## src/rtl/dma_req_pkg.sv

```systemverilog
package dma_req_pkg;

  localparam int RD_SRCS = 2;
  localparam int WR_SRCS = 3;

  typedef enum logic [1:0] {
    XFER_BYTE      = 2'd0,
    XFER_WIDE      = 2'd1,
    XFER_PAIR      = 2'd2,
    XFER_PAIR_WIDE = 2'd3
  } xferSize_e;

  typedef struct packed {
    logic clrRd;
    logic clrWr;
    logic gate;
  } reqStrobe_t;

  function automatic logic takesPair(input logic [1:0] size);
    return (size == XFER_PAIR) || (size == XFER_PAIR_WIDE);
  endfunction

endpackage

```

## src/rtl/dma_req_cond.sv

```systemverilog
module dma_req_cond
  import dma_req_pkg::*;
#(
  parameter int RX_DEPTH = 8,
  parameter int TX_DEPTH = 8,
  localparam int RX_LW = $clog2(RX_DEPTH + 1),
  localparam int TX_LW = $clog2(TX_DEPTH + 1)
) (
  input  logic [1:0]         cfgXferSize,
  input  logic               cfgI2sMode,
  input  logic [RX_LW-1:0]   rxLevel,
  input  logic               rxRightTag,
  input  logic [TX_LW-1:0]   txLevel,
  input  logic               txRightSlot,
  input  logic               shiftBusy,
  output logic [RD_SRCS-1:0] rdCond,
  output logic [WR_SRCS-1:0] wrCond
);

  logic             pairXfer;
  logic             rxEnough;
  logic             txEnough;
  logic [TX_LW-1:0] txFree;

  always_comb begin
    pairXfer = takesPair(cfgXferSize);
    rxEnough = pairXfer ? (rxLevel >= RX_LW'(2)) : (rxLevel != '0);
    txFree   = TX_LW'(TX_DEPTH) - txLevel;
    txEnough = pairXfer ? (txFree >= TX_LW'(2)) : (txFree != '0);

    rdCond[0] = rxEnough;
    rdCond[1] = rxEnough && rxRightTag && cfgI2sMode;

    wrCond[0] = (txLevel == '0) && !shiftBusy;
    wrCond[1] = txEnough;
    wrCond[2] = txEnough && txRightSlot && cfgI2sMode;
  end

endmodule

```

## src/rtl/dma_req_pend.sv

```systemverilog
module dma_req_pend #(
  parameter int N_SRC = 2,
  parameter int SEL_W = 1
) (
  input  logic             clk,
  input  logic             rstN,
  input  logic [N_SRC-1:0] cond,
  input  logic [SEL_W-1:0] sel,
  input  logic             clr,
  input  logic             gate,
  output logic             req
);

  logic [N_SRC-1:0] pendQ;

  for (genvar i = 0; i < N_SRC; i++) begin : g_src
    always_ff @(posedge clk or negedge rstN) begin
      if (!rstN)       pendQ[i] <= 1'b0;
      else if (clr)    pendQ[i] <= 1'b0;
      else if (cond[i]) pendQ[i] <= 1'b1;
    end
  end

  always_comb begin
    req = 1'b0;
    for (int i = 0; i < N_SRC; i++) begin
      if (sel == SEL_W'(i)) req = pendQ[i];
    end
    if (gate) req = 1'b0;
  end

endmodule

```

## src/rtl/dma_req_ctrl.sv

```systemverilog
module dma_req_ctrl
  import dma_req_pkg::*;
(
  input  logic       clk,
  input  logic       rstN,
  input  logic       cfgErrStop,
  input  logic       frameErr,
  input  logic       errClr,
  input  logic       rdAck,
  input  logic       wrAck,
  output logic       holdQ,
  output reqStrobe_t strobe
);

  always_ff @(posedge clk or negedge rstN) begin
    if (!rstN)                         holdQ <= 1'b0;
    else if (frameErr && cfgErrStop)   holdQ <= 1'b1;
    else if (errClr)                   holdQ <= 1'b0;
  end

  always_comb begin
    strobe.clrRd = rdAck || holdQ;
    strobe.clrWr = wrAck || holdQ;
    strobe.gate  = holdQ;
  end

endmodule

```

## src/rtl/dma_req_gen.sv

```systemverilog
module dma_req_gen
  import dma_req_pkg::*;
#(
  parameter int RX_DEPTH = 8,
  parameter int TX_DEPTH = 8
) (
  input  logic                          clk,
  input  logic                          rstN,
  input  logic                          cfgI2sMode,
  input  logic                          cfgRdSrc,
  input  logic [1:0]                    cfgWrSrc,
  input  logic [1:0]                    cfgXferSize,
  input  logic                          cfgErrStop,
  input  logic [$clog2(RX_DEPTH+1)-1:0] rxLevel,
  input  logic                          rxRightTag,
  input  logic [$clog2(TX_DEPTH+1)-1:0] txLevel,
  input  logic                          txRightSlot,
  input  logic                          shiftBusy,
  input  logic                          frameErr,
  input  logic                          errClr,
  input  logic                          rdAck,
  input  logic                          wrAck,
  output logic                          rdReq,
  output logic                          wrReq
);

  logic [RD_SRCS-1:0] rdCond;
  logic [WR_SRCS-1:0] wrCond;
  logic               errHold;
  reqStrobe_t         strobe;

  dma_req_cond #(.RX_DEPTH(RX_DEPTH), .TX_DEPTH(TX_DEPTH)) u_cond (
    .cfgXferSize(cfgXferSize), .cfgI2sMode(cfgI2sMode),
    .rxLevel(rxLevel), .rxRightTag(rxRightTag),
    .txLevel(txLevel), .txRightSlot(txRightSlot), .shiftBusy(shiftBusy),
    .rdCond(rdCond), .wrCond(wrCond)
  );

  dma_req_ctrl u_ctrl (
    .clk(clk), .rstN(rstN), .cfgErrStop(cfgErrStop),
    .frameErr(frameErr), .errClr(errClr),
    .rdAck(rdAck), .wrAck(wrAck),
    .holdQ(errHold), .strobe(strobe)
  );

  dma_req_pend #(.N_SRC(RD_SRCS), .SEL_W(1)) u_rdPend (
    .clk(clk), .rstN(rstN), .cond(rdCond), .sel(cfgRdSrc),
    .clr(strobe.clrRd), .gate(strobe.gate), .req(rdReq)
  );

  dma_req_pend #(.N_SRC(WR_SRCS), .SEL_W(2)) u_wrPend (
    .clk(clk), .rstN(rstN), .cond(wrCond), .sel(cfgWrSrc),
    .clr(strobe.clrWr), .gate(strobe.gate), .req(wrReq)
  );

endmodule

```

## config.mk

```make
export PLATFORM = sky130hd
export DESIGN_NAME = dma_req_gen
export DESIGN_NICKNAME = d
export VERILOG_FILES = /design/src/rtl/dma_req_pkg.sv /design/src/rtl/dma_req_cond.sv /design/src/rtl/dma_req_pend.sv /design/src/rtl/dma_req_ctrl.sv /design/src/rtl/dma_req_gen.sv
export SDC_FILE = /design/constraint.sdc
export NUM_CORES = 1
export LEC_CHECK = 0
export ABC_AREA = 1
export BUFFER_PORTS_ARGS = -buffer_cell sky130_fd_sc_hd__buf_2
export CAP_MARGIN = 10
export CORE_AREA = 2 2 39 41
export DETAILED_ROUTE_END_ITERATION = 8
export DIE_AREA = 0 0 41 43
export MAX_ROUTING_LAYER = met4
export PLACE_DENSITY = 0.62
export SLEW_MARGIN = 40
export SYNTH_ARGS = -nofsm -noshare
export SYNTH_HDL_FRONTEND = slang
export SYNTH_SLANG_ARGS = --single-unit
```

## constraint.sdc

```tcl
create_clock -name clk -period 2.45 [get_ports clk]
set_clock_uncertainty 0.05 [all_clocks]
set_input_delay 0.245 -clock clk [delete_from_list [all_inputs] [get_ports clk]]
set_output_delay 0.245 -clock clk [all_outputs]
set_load 0.1 [all_outputs]
```

[Word-level counts from Yosys, hierarchy flattened]
Cells that the tools add are included.
Storage, ports and cells
  bits in registers: 6
  word-level logic and storage cells: 53
Cells by class
  add/sub/neg operators: 1
  order comparisons: 2
  equal/unequal tests: 4
  mux-type cells: 20
  reductions and logical operators: 20
Operators by type and width (count)
  $mux 1: 20
  $reduce_bool 2->1: 6
  $ge 4x2->1 const B: 2
  $reduce_bool 4->1: 2
  $eq 2x2->1 const B: 3
  $logic_and 1x1->1: 6
  $logic_not 4->1: 1
  $sub 4x4->4 const A: 1
  $logic_or 1x1->1: 3
  $eq 2x1->1 const B: 1
  $logic_not 2->1: 1
  $logic_not 1->1: 1

[Logic depth before layout (Yosys ltp)]
Gate-level depths: netlist of the first run.
  depth in word-level cells: 7
  gate-level depth with buffers: 8

[By module]
Synthesis of the first run repeated with hierarchy kept, for this count alone.
Second synthesis, totals
  cell total of the unflattened synthesis: 67
  area, all modules: 446.7 um2
Modules (own cells, without submodules)
  dma_req_cond: instances 1, cells each 30, area an instance 158.9 um2, sequential area each 0.0 um2
  dma_req_pend (u_wrPend): instances 1, cells each 17, area an instance 137.6 um2, sequential area each 75.1 um2
  dma_req_pend (u_rdPend): instances 1, cells each 12, area an instance 90.1 um2, sequential area each 50.0 um2
  dma_req_ctrl: instances 1, cells each 8, area an instance 60.1 um2, sequential area each 25.0 um2

[Worst setup path before layout of the first run]
OpenSTA, ideal clock, no wires.
  path kind: register to output
  from: reg u_ctrl.holdQ
  to: out wrReq
  arrival time: 2.761 ns
  required time: 2.155 ns
  path slack: -0.606 ns
  cell stages (with the launch flop): 4
  path buffers: 0
  cells stage by stage: dfrtp_1 -> inv_1 -> o21ai_0 -> a211oi_1
On the way
  longest elaborated chain between the ends: 1
Ends and longest elaborated chain
  start, declared: line dma_req_ctrl.sv:11  | output logic holdQ,
  start signal, assigned: line dma_req_ctrl.sv:16  | if (!rstN) holdQ <= 1'b0;
  start signal, assigned: line dma_req_ctrl.sv:17  | else if (frameErr && cfgErrStop) holdQ <= 1'b1;
  start signal, assigned: line dma_req_ctrl.sv:18  | else if (errClr) holdQ <= 1'b0;
  $mux 1: line dma_req_pend.sv:29  | if (gate) req = 1'b0;
  end, declared: line dma_req_gen.sv:24  | output logic wrReq
No other way between the ends.

[Final worst setup path of the first run]
Ends and elaborated chain as after synthesis.

==> results of run 1 <==
## layout by cell type (no fill, tap or decap), types with 2 or more instances in the layout
cell / instances
inv_1: 14
o21ai_0: 4
dfrtp_1: 6
nor2_1: 7
buf_2: 24
clkbuf_4: 3
nand3_1: 3
nor3_1: 3
nand2_1: 9
a21oi_1: 3
ha_1: 2
## worst reg2reg max path: stages (launching register included)
cell and delay, ns:
dfrtp_1 0.39, or2_2 0.31, a21oi_1 0.11
## worst min path at each step
stage           start                             to  slack (ns)
6_report       errClr       u_ctrl.holdQ$_DFFE_PN0P_        0.18
3_5_place_dp     rstN  u_rdPend.pendQ[1]$_DFFE_PN0P_        0.02
5_1_grt        errClr       u_ctrl.holdQ$_DFFE_PN0P_        0.19
2_1_floorplan    rstN       u_ctrl.holdQ$_DFFE_PN0P_       -0.10
3_3_place_gp     rstN       u_ctrl.holdQ$_DFFE_PN0P_        0.02
4_1_cts        errClr       u_ctrl.holdQ$_DFFE_PN0P_        0.19
## state kept, by name, indices dropped and copies added, names as in the netlist
signal,cells
u_rdPend.pendQ,2
u_wrPend.pendQ,3
u_ctrl.holdQ,1
## stage by stage
stage / setup slack, ns / hold WS [ns] / std cells
floorplan: 0.186 / -0.101 / 56
global placement: 0.965 / 0.0182 / 96
detailed placement: 0.931 / 0.0222 / 96
CTS: 0.676 / 0.185 / 100
global route: 0.584 / 0.188 / 100
finish: 0.709 / 0.177 / 100
## per-layer routing
metal	share of wire, %	global-route usage, %
met5	0	-
met4	0	8.00
met3	10	3.14
met1	42	11.4
met2	47	17.2
## Yosys cell counts, drive strengths merged
library cell and count:
a211oi 1, a21oi 4, dfrtp 6, ha 2, inv 14, nand2 9
nand3 3, nor2 8, nor3 3, o21ai 5, or2 1
## cells by family (layout without fill, tap and decap cells)
family	after synthesis	in the layout	share of synthesized area (%)
flip-flops	6	6	38.8
AND/OR/NAND/NOR	24	24	26.5
adder cells (fa/ha/maj)	2	2	6.47
AO/OA/AOI/OAI	10	10	14.6
buffers and inverters	14	42	13.6
## area by class of cell
type / count / area share [%]
clock buffers: 3 / 3.99
inverters: 14 / 9.31
multi-input cells: 36 / 33.5
flip-flops and latches: 6 / 26.6
well taps: 16 / 3.55
repair buffers: 25 / 23.1
## power breakdown
part	total, mW	switching, mW	internal, mW	leakage (nW)
registers	0.109	0.00357	0.105	0.0789
clock network	0.0848	0.0298	0.0550	0.0138
logic	0.0715	0.0444	0.0270	0.237
total	0.265	0.0778	0.188	0.329
==> results.cfg, run 1 <==
[place]
gp_congestion = 0.660
place_area_um2 = 532
io_buffer_count = 24
post-dp-hpwl_um = 734

[run_status]
status = completed

[sta]
tns_ns = 0
slew_viol_final = 0
fin_crit_sh_pct = 71.1
worstMarginPinSlew_ns = 0.483
clock.fmax_ghz = 0.574
min_period_ns = 1.74
hold_viol_final = 0
max_slew_margin_pct = 68.0
setup_viol = 0
rsz0062_at_grt = no

[detailed_routing]
wl_um = 798
drt_pass1_iterations = 1
via_count = 421
wire_per_inst_um = 7.98
viasPerCell = 4.21
antenna_left = 0
drtIter0Drc = 0
drc_errors = 0

[cells_and_area]
multiInputGateArea_um2 = 189
antennaDiodeCount = 0
area_delta_synth_final_pct = 46.0
fill_cells = 160
finalInstanceArea_um2 = 564
drive_above_1_share_pct = 36.9
regArea_um2 = 150
final_util_pct = 40.8
nNetsFinal = 112

[logic_synthesis]
ys_warn_count = 0
ys_types = 14
synth_fp_nets = 82
ys_ff_latch = 6
synth_top_cell_by_area = dfrtp_1
yosysSeqAreaShare_pct = 38.8
synth.area.top_cells = dfrtp_1, inv_1, nand2_1
synth_area_um2 = 387
avgSynthCellArea_um2 = 6.90
syn_inst = 56
synth_top_cell_area_share_pct = 38.8

[setup_path]
critPathTopFamily = buffers and inverters
cp.depth = 4
end_kind = output port
critPathLaunch = u_ctrl.holdQ$_DFFE_PN0P_
crit_type = flip-flop to output port
r2r-start = u_ctrl.holdQ$_DFFE_PN0P_
worst_ep_required_time_ns = 2.15
cp_slowest_cell = buf_2
critPathBufInv = 2
worstSetupStartpointType = flip-flop
slowest_delay_ns = 0.45
crit_chain = inv_1 -> o21ai_0 -> a211oi_2 -> buf_2
reg2reg_depth = 2
rrSetupSlack_ns = 1.51
arrival_ns = 1.45
crit_end = wrReq
reg2reg_to = u_rdPend.pendQ[1]$_DFFE_PN0P_
cp_max_fo = 3

[clock_tree]
clock_path_buffers = 2
cts.sinks = 6
clk_pin_slew_ns = 0.04
cts_max_level = 1
post_cts_buffers = 0
clockRootBuffer = clkbuf_4
insertion_delay_ns = 0.23
cts_tree = yes
cts_hold_buf = 1
ctsResizeCount = 0
numCtsBuffers = 3

[global_routing]
overflow = 0
grt_pass1_wl_um = 1250
antenna_found_initial = 0
grt_max_degree = 7
grt_pass1_vias = 366
grt_usage_pct = 11.1

[floorplan]
chipHeight_um = 43
dieArea_um2 = 1760
ios = 26
coreArea_um2 = 1380
rows = 14
initial_core_util_pct = 27.9
die_width_um = 41

[worst_hold_path]
hold_path_class = primary input to flip-flop
whs_path_depth = 2

[flow_run]
drv_cap = 0

[power]
leakagePower_nw = 0.329
p_total_mw = 0.265
ir_drop_mv = 0.167
p_per_area_nw_per_um2 = 470
No activity file was read; power rests on OpenSTA's default activity.
==> inputs of run 2 (changes only) <==
clock period = 1.8 ns   (was 2.45 ns; I/O delays follow)
==> run 2 against run 1 <==
  * Flip-flop and latch count stayed put
  * Combinational power rose by 39%
  * Total power rose by 39%
  * Global-route usage up 1.6 points
  * Die area unchanged
  * Clock-buffer cell count unchanged
  * Cell count unchanged
  * Via count shrank 0.48%
  * Hold slack lost 0.093 ns
  * Critical path depth unchanged
  * Critical path type unchanged
==> results.cfg, run 2 (synthesis gave the netlist of run 1 again) <==
[place]
post-dp-hpwl_um = 690
gp_congestion = 0.687
io_buffer_count = 24

[setup_path]
cp_slowest_cell = buf_2
cp_max_fo = 3
slowest_delay_ns = 0.45
worst_ep_required_time_ns = 1.57
crit_chain = inv_1 -> o21ai_0 -> a211oi_2 -> buf_2
crit_type = flip-flop to output port
worstSetupStartpointType = flip-flop
arrival_ns = 1.45
end_kind = output port

[floorplan]
dieArea_um2 = 1760
initial_core_util_pct = 27.9
coreArea_um2 = 1380
ios = 26
chipHeight_um = 43
die_width_um = 41
rows = 14

[detailed_routing]
wl_um = 799
viasPerCell = 4.19
drc_errors = 0
drtIter0Drc = 1
via_count = 419
antenna_left = 0
wire_per_inst_um = 7.99
drt_pass1_iterations = 4

[worst_hold_path]
hold_path_class = primary input to flip-flop

[global_routing]
antenna_found_initial = 0
overflow = 0
grt_max_degree = 7
grt_pass1_wl_um = 1430
grt_usage_pct = 12.7
grt_pass1_vias = 397

[cells_and_area]
nNetsFinal = 112
largestRegisters = u_wrPend.pendQ: 3 flops, u_rdPend.pendQ: 2 flops, u_ctrl.holdQ: 1 flops
mostFrequentLayoutCells = buf_2, inv_1, nand2_1
area_delta_synth_final_pct = 46.9
top_register = u_wrPend.pendQ
antennaDiodeCount = 0
final_common_cell = buf_2
largest_reg_flops = 3
drive_above_1_share_pct = 38.1
fill_cells = 145

[clock_tree]
ctsResizeCount = 0
clk_pin_slew_ns = 0.04
cts_max_level = 1
cts_tree = yes
cts.sinks = 6
numCtsBuffers = 3
insertion_delay_ns = 0.24
clock_path_buffers = 2
clockRootBuffer = clkbuf_4

[power]
p_per_area_nw_per_um2 = 648
leakagePower_nw = 0.329
ir_drop_mv = 0.184
p_total_mw = 0.368

[sta]
slew_viol_final = 0
setup_viol = 0
max_slew_margin_pct = 67.5
min_period_ns = 1.68
worstMarginPinSlew_ns = 0.490
hold_viol_final = 0
tns_ns = 0
clock.fmax_ghz = 0.594
rsz0062_at_grt = no
fin_crit_sh_pct = 93.6

[run_status]
status = completed

[flow_run]
drv_cap = 0
[run 2: metal layers]
metal	vias up	global-route usage, %	share of wire, %
li1	229	-	-
met3	0	1.57	6.8
met4	0	12.0	0
met2	15	19.1	50
met5	-	-	0
met1	175	13.4	43
[run 2: through the flow]
stage               area (um2)  util, %  setup WS, ns  hold slack [ns]  instances
finish                     568     41.0         0.116           0.0835        100
global route               568     41.0        0.0426            0.105        100
CTS                        568     41.0        0.0880           0.0819        100
detailed placement         536     38.7         0.363          -0.0463         96
global placement           536     38.7         0.381          -0.0448         96
floorplan                  395        -        -0.243           -0.166         56
[run 2: where the power goes]
part           total (mW)  switching [mW]  internal [mW]  leakage (nW)
combinational      0.0997          0.0623         0.0374         0.237
sequential          0.148         0.00447          0.144        0.0789
clock               0.120          0.0453         0.0752        0.0138
total               0.368           0.112          0.256         0.329
[run 2: final timing paths]
path / from / to / slack (ns) / depth (start not counted)
worst max-delay path: u_ctrl.holdQ$_DFFE_PN0P_ / wrReq / 0.12 / 4
worst min-delay path: errClr / u_ctrl.holdQ$_DFFE_PN0P_ / 0.08 / 2
worst max register to register: u_ctrl.holdQ$_DFFE_PN0P_ / u_rdPend.pendQ[1]$_DFFE_PN0P_ / 0.85 / 2
worst min register to register: u_rdPend.pendQ[0]$_DFFE_PN0P_ / u_rdPend.pendQ[0]$_DFFE_PN0P_ / 0.44 / 2
max in group asynchronous: rstN / u_wrPend.pendQ[0]$_DFFE_PN0P_ / 1.33 / 2
min in group asynchronous: rstN / u_rdPend.pendQ[0]$_DFFE_PN0P_ / 0.23 / 2
[run 2: cell type report]
class,instances,area (um2),share of cell area (%)
Timing Repair Buffer,25,130,22.9
Sequential cell,6,150,26.4
Clock buffer,3,22.5,3.96
Multi-Input combinational cell,36,193,33.9
Tap cell,16,20.0,3.52
Inverter,14,52.6,9.25
[run 2: repair_timing]
item / 4_1_cts / 5_1_grt
hold endpoints to repair: 6 / 0
buffers inserted: 0 / 0
hold buffers: 1 / 0
[run 2: critical path: cells and delay by family (launching register included)]
kind,cells,cell delay (ns)
AOI/OAI and AO/OA,2,0.29
DFF,1,0.39
buffers and inverters,2,0.53
